==> src/rtl/qsched_pkg.sv <==
package qsched_pkg;
  typedef enum logic [1:0] {
    S_IDLE   = 2'd0,
    S_RELOAD = 2'd1,
    S_SERVE  = 2'd2
  } sched_st_t;
endpackage

==> src/rtl/qsched_rr_pick.sv <==
// Round-robin pick: first requesting index after 'last', with 'last' itself tried last.
module qsched_rr_pick #(
  parameter int NQ = 4,
  parameter int IW = 2
) (
  input  logic [NQ-1:0] req,
  input  logic [IW-1:0] last,
  output logic [IW-1:0] grant,
  output logic          any
);
  always_comb begin
    grant = '0;
    any   = |req;
    // Walk from farthest to nearest so the nearest requester wins.
    for (int k = NQ; k >= 1; k--) begin
      automatic int idx = (int'(last) + k) % NQ;
      if (req[idx]) grant = IW'(idx);
    end
  end
endmodule

==> src/rtl/qsched_rld_timer.sv <==
// Counts cycles while a reload is pending; flags the last allowed cycle.
module qsched_rld_timer #(
  parameter int TMO_CYC = 50000
) (
  input  logic clk,
  input  logic rst_n,
  input  logic run,
  output logic expired
);
  localparam int CW = $clog2(TMO_CYC + 1);

  logic [CW-1:0] cnt_q, cnt_d;

  assign expired = run && (cnt_q == CW'(TMO_CYC - 1));

  always_comb begin
    cnt_d = cnt_q;
    if (!run)          cnt_d = '0;
    else if (!expired) cnt_d = cnt_q + CW'(1);
  end

  always_ff @(posedge clk or negedge rst_n) begin
    if (!rst_n) cnt_q <= '0;
    else        cnt_q <= cnt_d;
  end

  AST_TMR_CLEARED: assert property (@(posedge clk) disable iff (!rst_n)
    !run |=> (cnt_q == '0));
endmodule

==> src/rtl/model_queue_sched.sv <==
module model_queue_sched
  import qsched_pkg::*;
#(
  parameter int NQ      = 4,
  parameter int QW      = 32,
  parameter int TMO_CYC = 50000,
  localparam int IW     = (NQ > 1) ? $clog2(NQ) : 1
) (
  input  logic             clk,
  input  logic             rst_n,
  input  logic [NQ-1:0]    q_nonempty,
  input  logic [NQ*QW-1:0] q_head,
  output logic [NQ-1:0]    q_pop,
  output logic             out_valid,
  input  logic             out_ready,
  output logic [QW-1:0]    out_query,
  output logic [IW-1:0]    out_model,
  output logic             rld_req,
  output logic [IW-1:0]    rld_model,
  input  logic             rld_done,
  output logic             err_tmo
);
  sched_st_t st_q, st_d;
  logic [IW-1:0] cur_q, cur_d;
  logic          ld_ok_q, ld_ok_d;   // model of cur_q is resident
  logic          err_q, err_d;
  logic [IW-1:0] pick_idx;
  logic          pick_any;
  logic          tmo_hit;
  logic          xfer;

  qsched_rr_pick #(.NQ(NQ), .IW(IW)) u_pick (
    .req   (q_nonempty),
    .last  (cur_q),
    .grant (pick_idx),
    .any   (pick_any)
  );

  qsched_rld_timer #(.TMO_CYC(TMO_CYC)) u_tmr (
    .clk     (clk),
    .rst_n   (rst_n),
    .run     (st_q == S_RELOAD),
    .expired (tmo_hit)
  );

  // Next-state logic
  always_comb begin
    st_d    = st_q;
    cur_d   = cur_q;
    ld_ok_d = ld_ok_q;
    err_d   = err_q;
    unique case (st_q)
      S_IDLE: begin
        if (pick_any) begin
          cur_d = pick_idx;
          st_d  = (ld_ok_q && (pick_idx == cur_q)) ? S_SERVE : S_RELOAD;
        end
      end
      S_RELOAD: begin
        if (rld_done) begin
          st_d    = S_SERVE;
          ld_ok_d = 1'b1;
        end else if (tmo_hit) begin
          st_d    = S_IDLE;
          ld_ok_d = 1'b0;
          err_d   = 1'b1;
        end
      end
      S_SERVE: begin
        if (!q_nonempty[cur_q]) st_d = S_IDLE;
      end
      default: st_d = S_IDLE;
    endcase
  end

  // State registers
  always_ff @(posedge clk or negedge rst_n) begin
    if (!rst_n) begin
      st_q    <= S_IDLE;
      cur_q   <= IW'(NQ - 1);
      ld_ok_q <= 1'b0;
      err_q   <= 1'b0;
    end else begin
      st_q    <= st_d;
      cur_q   <= cur_d;
      ld_ok_q <= ld_ok_d;
      err_q   <= err_d;
    end
  end

  // Outputs
  assign out_valid = (st_q == S_SERVE) && q_nonempty[cur_q];
  assign out_query = q_head[cur_q*QW +: QW];
  assign out_model = cur_q;
  assign xfer      = out_valid && out_ready;
  assign rld_req   = (st_q == S_RELOAD);
  assign rld_model = cur_q;
  assign err_tmo   = err_q;

  for (genvar g = 0; g < NQ; g++) begin : g_pop
    assign q_pop[g] = xfer && (cur_q == IW'(g));
  end

  AST_POP_ONEHOT: assert property (@(posedge clk) disable iff (!rst_n)
    $onehot0(q_pop));
  AST_POP_ON_XFER: assert property (@(posedge clk) disable iff (!rst_n)
    (q_pop != '0) |-> (out_valid && out_ready));
  AST_STAY_WHILE_WORK: assert property (@(posedge clk) disable iff (!rst_n)
    ((st_q == S_SERVE) && q_nonempty[cur_q]) |=> $stable(cur_q));
  AST_REQ_HOLD: assert property (@(posedge clk) disable iff (!rst_n)
    (rld_req && !rld_done && !tmo_hit) |=> (rld_req && $stable(rld_model)));
  AST_NO_FWD_IN_RELOAD: assert property (@(posedge clk) disable iff (!rst_n)
    rld_req |-> (!out_valid && (q_pop == '0)));
  AST_ERR_STICKY: assert property (@(posedge clk) disable iff (!rst_n)
    err_tmo |=> err_tmo);
  AST_TMO_DROPS_REQ: assert property (@(posedge clk) disable iff (!rst_n)
    (tmo_hit && !rld_done) |=> (!rld_req && err_tmo));
endmodule

==> config.mk <==
export PLATFORM = sky130hd
export DESIGN_NAME = model_queue_sched
export DESIGN_NICKNAME = d
export VERILOG_FILES = /design/src/rtl/qsched_pkg.sv /design/src/rtl/qsched_rr_pick.sv /design/src/rtl/qsched_rld_timer.sv /design/src/rtl/model_queue_sched.sv
export SDC_FILE = /design/constraint.sdc
export NUM_CORES = 1
export LEC_CHECK = 0
export BUFFER_PORTS_ARGS = -buffer_cell sky130_fd_sc_hd__clkbuf_2
export CELL_PAD_IN_SITES_DETAIL_PLACEMENT = 0
export CELL_PAD_IN_SITES_GLOBAL_PLACEMENT = 1
export CORE_MARGIN = 2
export CORE_UTILIZATION = 28
export CTS_CLUSTER_SIZE = 28
export DETAILED_ROUTE_END_ITERATION = 16
export PLACE_DENSITY = 0.84
export SLEW_MARGIN = 20
export SYNTH_ARGS = -nofsm -noshare
export SYNTH_HDL_FRONTEND = slang
export SYNTH_HIERARCHICAL = 1
export SYNTH_SLANG_ARGS = --single-unit
==> constraint.sdc <==
create_clock -name clk -period 1.9 [get_ports clk]
set_clock_uncertainty 0.2 [all_clocks]
set_input_delay 0.095 -clock clk [delete_from_list [all_inputs] [get_ports clk]]
set_output_delay 0.095 -clock clk [all_outputs]
set_load 0.005 [all_outputs]
* Word level (Yosys, flattened, before mapping)
Cells that the tools add are included.
Storage, ports and cells: output and inout bits 43, flip-flop bits (word level) 22, input port bits 136
Operators by class: bitwise operators 5, mux-type cells 28, reduce and logical (&&, ||, !) cells 20, equal/unequal tests 11, add/subtract/negate cells 5, magnitude comparators 5, shifts and indexed selects 1
Operator list (count):
- $shiftx 128x8->32 | 1
- $mux 16 | 2
- $mux 2 | 9
- $add 16x1->16 const B | 1
- $eq 16x16->1 const B | 1
- $lt 3x4->1 const B | 4
- $mux 1 | 11
- $bmux 1 s2 | 5
- $logic_and 1x1->1 | 8
- $reduce_or 2->1 | 4
- $eq 2x2->1 const B | 3
- $ne 2x2->1 const B | 3
- $pmux 2 s3 | 1
- $reduce_and 3->1 | 2
- $add 2x1->2 const B | 2
- $add 2x2->2 const B | 2
- $and 1x1->1 const A | 4
- $eq 2x1->1 const B | 2
- $logic_not 2->1 | 2
- $reduce_and 2->1 | 2
- $reduce_or 4->1 | 1
- $lt 2x3->1 const B | 1
- $ne 3x3->1 const B | 1
- $eq 2x2->1 | 1
- other kinds (2) | 2

* Longest topological paths before layout
depth after elaboration 15, gate-level depth with buffers 7, mapped depth without buffers 7

* Modules after synthesis
Netlist, hierarchy kept.
Modules (own cells, without submodules):
- model_queue_sched | times used 1, area each 1149.9 um^2, cells each 77
- qsched_rld_timer | times used 1, area each 893.4 um^2, cells each 88
- qsched_rr_pick | times used 1, area each 91.3 um^2, cells each 14

* Worst setup path after synthesis
OpenSTA, ideal clock, no wires.
path kind reg2reg, start register st_q[0], end register ld_ok_q, path buffers 1, path slack 101 ps, setup time 118 ps, period minus slack after synthesis 1799 ps, data arrival time 1481 ps, required time 1582 ps, cell stages (with the launch flop) 8, path through dfrtp_1 nor2b_1 inv_1 clkbuf_1 nor2_1 nand3b_1 nand2_1 nand2_1
On the way: longest elaborated chain between the ends 4
RTL lines:
- start: declaration | RTL line model_queue_sched.sv:23 | sched_st_t st_q, st_d;
- start signal: assignment | RTL line model_queue_sched.sv:84 | st_q <= st_d;
- $eq 2x1->1
- via rld_req | RTL line model_queue_sched.sv:18 | output logic rld_req,
- $logic_and 1x1->1 | RTL line qsched_rld_timer.sv:14 | assign expired = run && (cnt_q == CW'(TMO_CYC - 1));
- via tmo_hit | RTL line model_queue_sched.sv:29 | logic tmo_hit;
- $reduce_bool 2->1 (no source line)
- $reduce_and 2->1 (no source line)
- end signal: assignment | RTL line model_queue_sched.sv:86 | ld_ok_q <= ld_ok_d;
- end: declaration | RTL line model_queue_sched.sv:25 | logic ld_ok_q, ld_ok_d;
The timed path passes the listed nets, and every way through them passes these cells. A chain may end at the register's enable or synchronous reset.

* Worst setup path in the final report
start register cur_q[0], in the netlist out_model[0], end output out_query[3]
On the way: longest elaborated chain between the ends 1
RTL lines:
- start: declaration | RTL line model_queue_sched.sv:24 | logic [IW-1:0] cur_q, cur_d;
- start signal: assignment | RTL line model_queue_sched.sv:80 | cur_q <= IW'(NQ - 1);
- start signal: assignment | RTL line model_queue_sched.sv:85 | cur_q <= cur_d;
- $shiftx 128x8->32 | RTL line model_queue_sched.sv:93 | assign out_query = q_head[cur_q*QW +: QW];
- end: declaration | RTL line model_queue_sched.sv:16 | output logic [QW-1:0] out_query,
Every way passes these cells.

==> flow_summary.toml <==
[critical_path]
end_kind = "output port"
setup.worst_path.start = "out_model[0]"
startpoint_type = "register"
endpoint = "out_query[3]"
crit_fanout = 7
worstPathArrival_ps = 1800
ff2ff_path_depth = 8
r2r-end = "st_q[0]"
reg2reg_from = "out_model[0]"
regToRegSetupSlack_ps = -70
crit_required_ps = 1600
worstSetupPathType = "register to output port"

[synthesis]
synth_common_cells = "mux4_2, dfrtp_1, nor2_1, nand2_1, xnor2_1"
ys_seq_area_frac = 0.259
synth_ff_type = "dfrtp_1"
syn-cell-area_mm2 = 0.00213
syn_inst = 179
avgSynthCellArea_um2 = 11.9
yosysUniqueCellTypes = 40
ys_ff_latch = 22
yosys.area.top_type = "mux4_2"
synth-edff-count = 0
synth_top_area_frac = 0.348
async_flop_share = 1.00
synth_most_common_cell = "mux4_2"
syn_nets = 316
yosys-top-cells-area = "mux4_2, dfrtp_1, xnor2_1"
synth_warnings = 6

[final_layout]
drive_gt1_frac = 0.693
seqCellArea_um2 = 553
synthToLayoutAreaGrowth_pct = 61.5
fin_nets = 513
multi_input_area_mm2 = 0.00150
fill_cells = 701
final_cells = 474
stdcell_area_mm2 = 0.00345
diodes = 0

[clock_network]
numCtsBuffers = 3
insertion_delay_ps = 260
cts_sinks = 22
cts_tree = "built"
path_clk_slew_ps = 80
clk_path_buf_depth = 2
h-tree-depth = 1
cts-root-buf = "clkbuf_8"

[global_routing]
grt_usage = 0.254
gr-usage-met2 = 0.410
grt_max_degree = 31
overflow = 0
antenna_found_initial = 0
grt_first_pass_wirelength_mm = 15.5
use_met1 = 0.290
busiest_layer = "met2"
grt_pass1_vias = 2599
grtUsageMet3 = 0.110

[pwr]
power_density_mw_per_mm2 = 1140
p_leak_nw = 1.68
ir_drop_uv = 593

[drt]
drt_pass1_iterations = 4
remaining_drc_errors = 0
antenna_violating_nets_post_route = 0
drtIter0Drc = 97
num_vias = 2488
wirelength_mm = 10.8
viasPerCell = 5.25
wl_per_cell_um = 22.7

[sta]
fin_crit_ps = 2100
report.final.setup_viol = 34
fin_crit_sh = 1.10
maxSlewViolCount = 0
tightest_slew_ps = 575
rsz0062_at_grt = "yes"
timing.hold.ws_ps = 161
finalHoldViolCount = 0
relSlewSlack = 0.617
timing.fmax_mhz = 477
setup_ws_ps = -197

[floorplanning]
initial_utilization = 0.291
rows = 31
num_io_pins = 179
core_mm2 = 0.00733
die_area_mm2 = 0.00834
die_y_um = 91.3
die_x_um = 91.3

[run]
maxCapViolations = 0

[placed_design]
place_area_mm2 = 0.00318
dp_hpwl_mm = 9.36
gp_congestion = 1.12
port_buffers = 178
dp.cells = 457

[status]
status = "finished with violations"
violations = "setup timing"

[worst_hold_path]
hold_path_class = "input port to async pin"
cells in the final DEF, fill, tap and decap left out, types with 4 or more instances in the layout:
cell,n
nor2_1,17
nand2_1,15
clkbuf_8,4
a21oi_1,6
mux4_2,33
nand3_1,4
inv_1,6
nand4_1,4
nand2b_1,5
dfrtp_1,20
buf_4,13
clkbuf_2,177
buf_6,5
xnor2_1,10
nor3_1,5
registers in the layout (all words and copies together), names as in the netlist:
name,flops
err_tmo,1
ld_ok_q,1
out_model,2
st_q,2
u_tmr/cnt_q,16
cell families after synthesis:
group | Yosys count | share of synthesized area
buffers and inverters | 18 | 0.0533
adders and majority gates | 1 | 0.00586
AOI/OAI and AO/OA | 17 | 0.0545
and+or+nand+nor | 72 | 0.209
muxes | 39 | 0.377
DFF | 22 | 0.259
xor gates and xnor gates | 10 | 0.0410
per-stage QoR:
stage / TNS [ps] / util / power, mW / setup slack (ps)
after floorplan: 0 / - / 2.20 / 101
after global placement: 0 / 0.434 / 3.18 / 35.2
after detailed placement: 0 / 0.434 / 3.21 / 33.0
after CTS: -5410 / 0.461 / 3.86 / -202
after global routing: -6870 / 0.470 / 4.18 / -244
final: -5020 / 0.470 / 3.95 / -197
layout make-up:
cell class                 instances  share of cell area
sequential                        22               0.160
multi-input combinational        139               0.435
tap                               99              0.0359
timing repair buffer             204               0.346
clock buffer                       4              0.0160
inverter                           6             0.00653
layer usage:
layer	part of all wire	vias to the layer above	routed length (um)
met1	0.37	1231	3950
li1	-	1086	-
met3	0.11	38	1220
met2	0.47	133	5020
met4	0.054	0	580
met5	0	-	0
timing repair:
action,CTS,global route
pin swaps,0,6
setup endpoints to repair,34,40
hold endpoints to repair,26,0
buffers inserted,5,5
hold buffers,2,0
resized for setup,7,17
gates cloned,2,0
worst min-delay path by stage:
stage | to | startpoint | slack [ps]
6_report | u_tmr/cnt_q[11] | rst_n | 160
5_1_grt | u_tmr/cnt_q[11] | rst_n | 200
4_1_cts | u_tmr/cnt_q[14] | rst_n | 170
3_5_place_dp | u_tmr/cnt_q[14] | rst_n | -80
3_3_place_gp | u_tmr/cnt_q[11] | rst_n | -90
2_1_floorplan | err_tmo | rst_n | -400
critical path: stages, from the launching register on:
cell	delay (ps)
dfstp_2	590
buf_12	120
buf_12	120
mux4_2	560
clkbuf_2	150
power breakdown:
part           switching [mW]  internal, mW  total, mW
clock network           0.150         0.185      0.335
logic                    1.26          1.71       2.96
registers              0.0987         0.549      0.648
(Power assumes the default switching activity.)
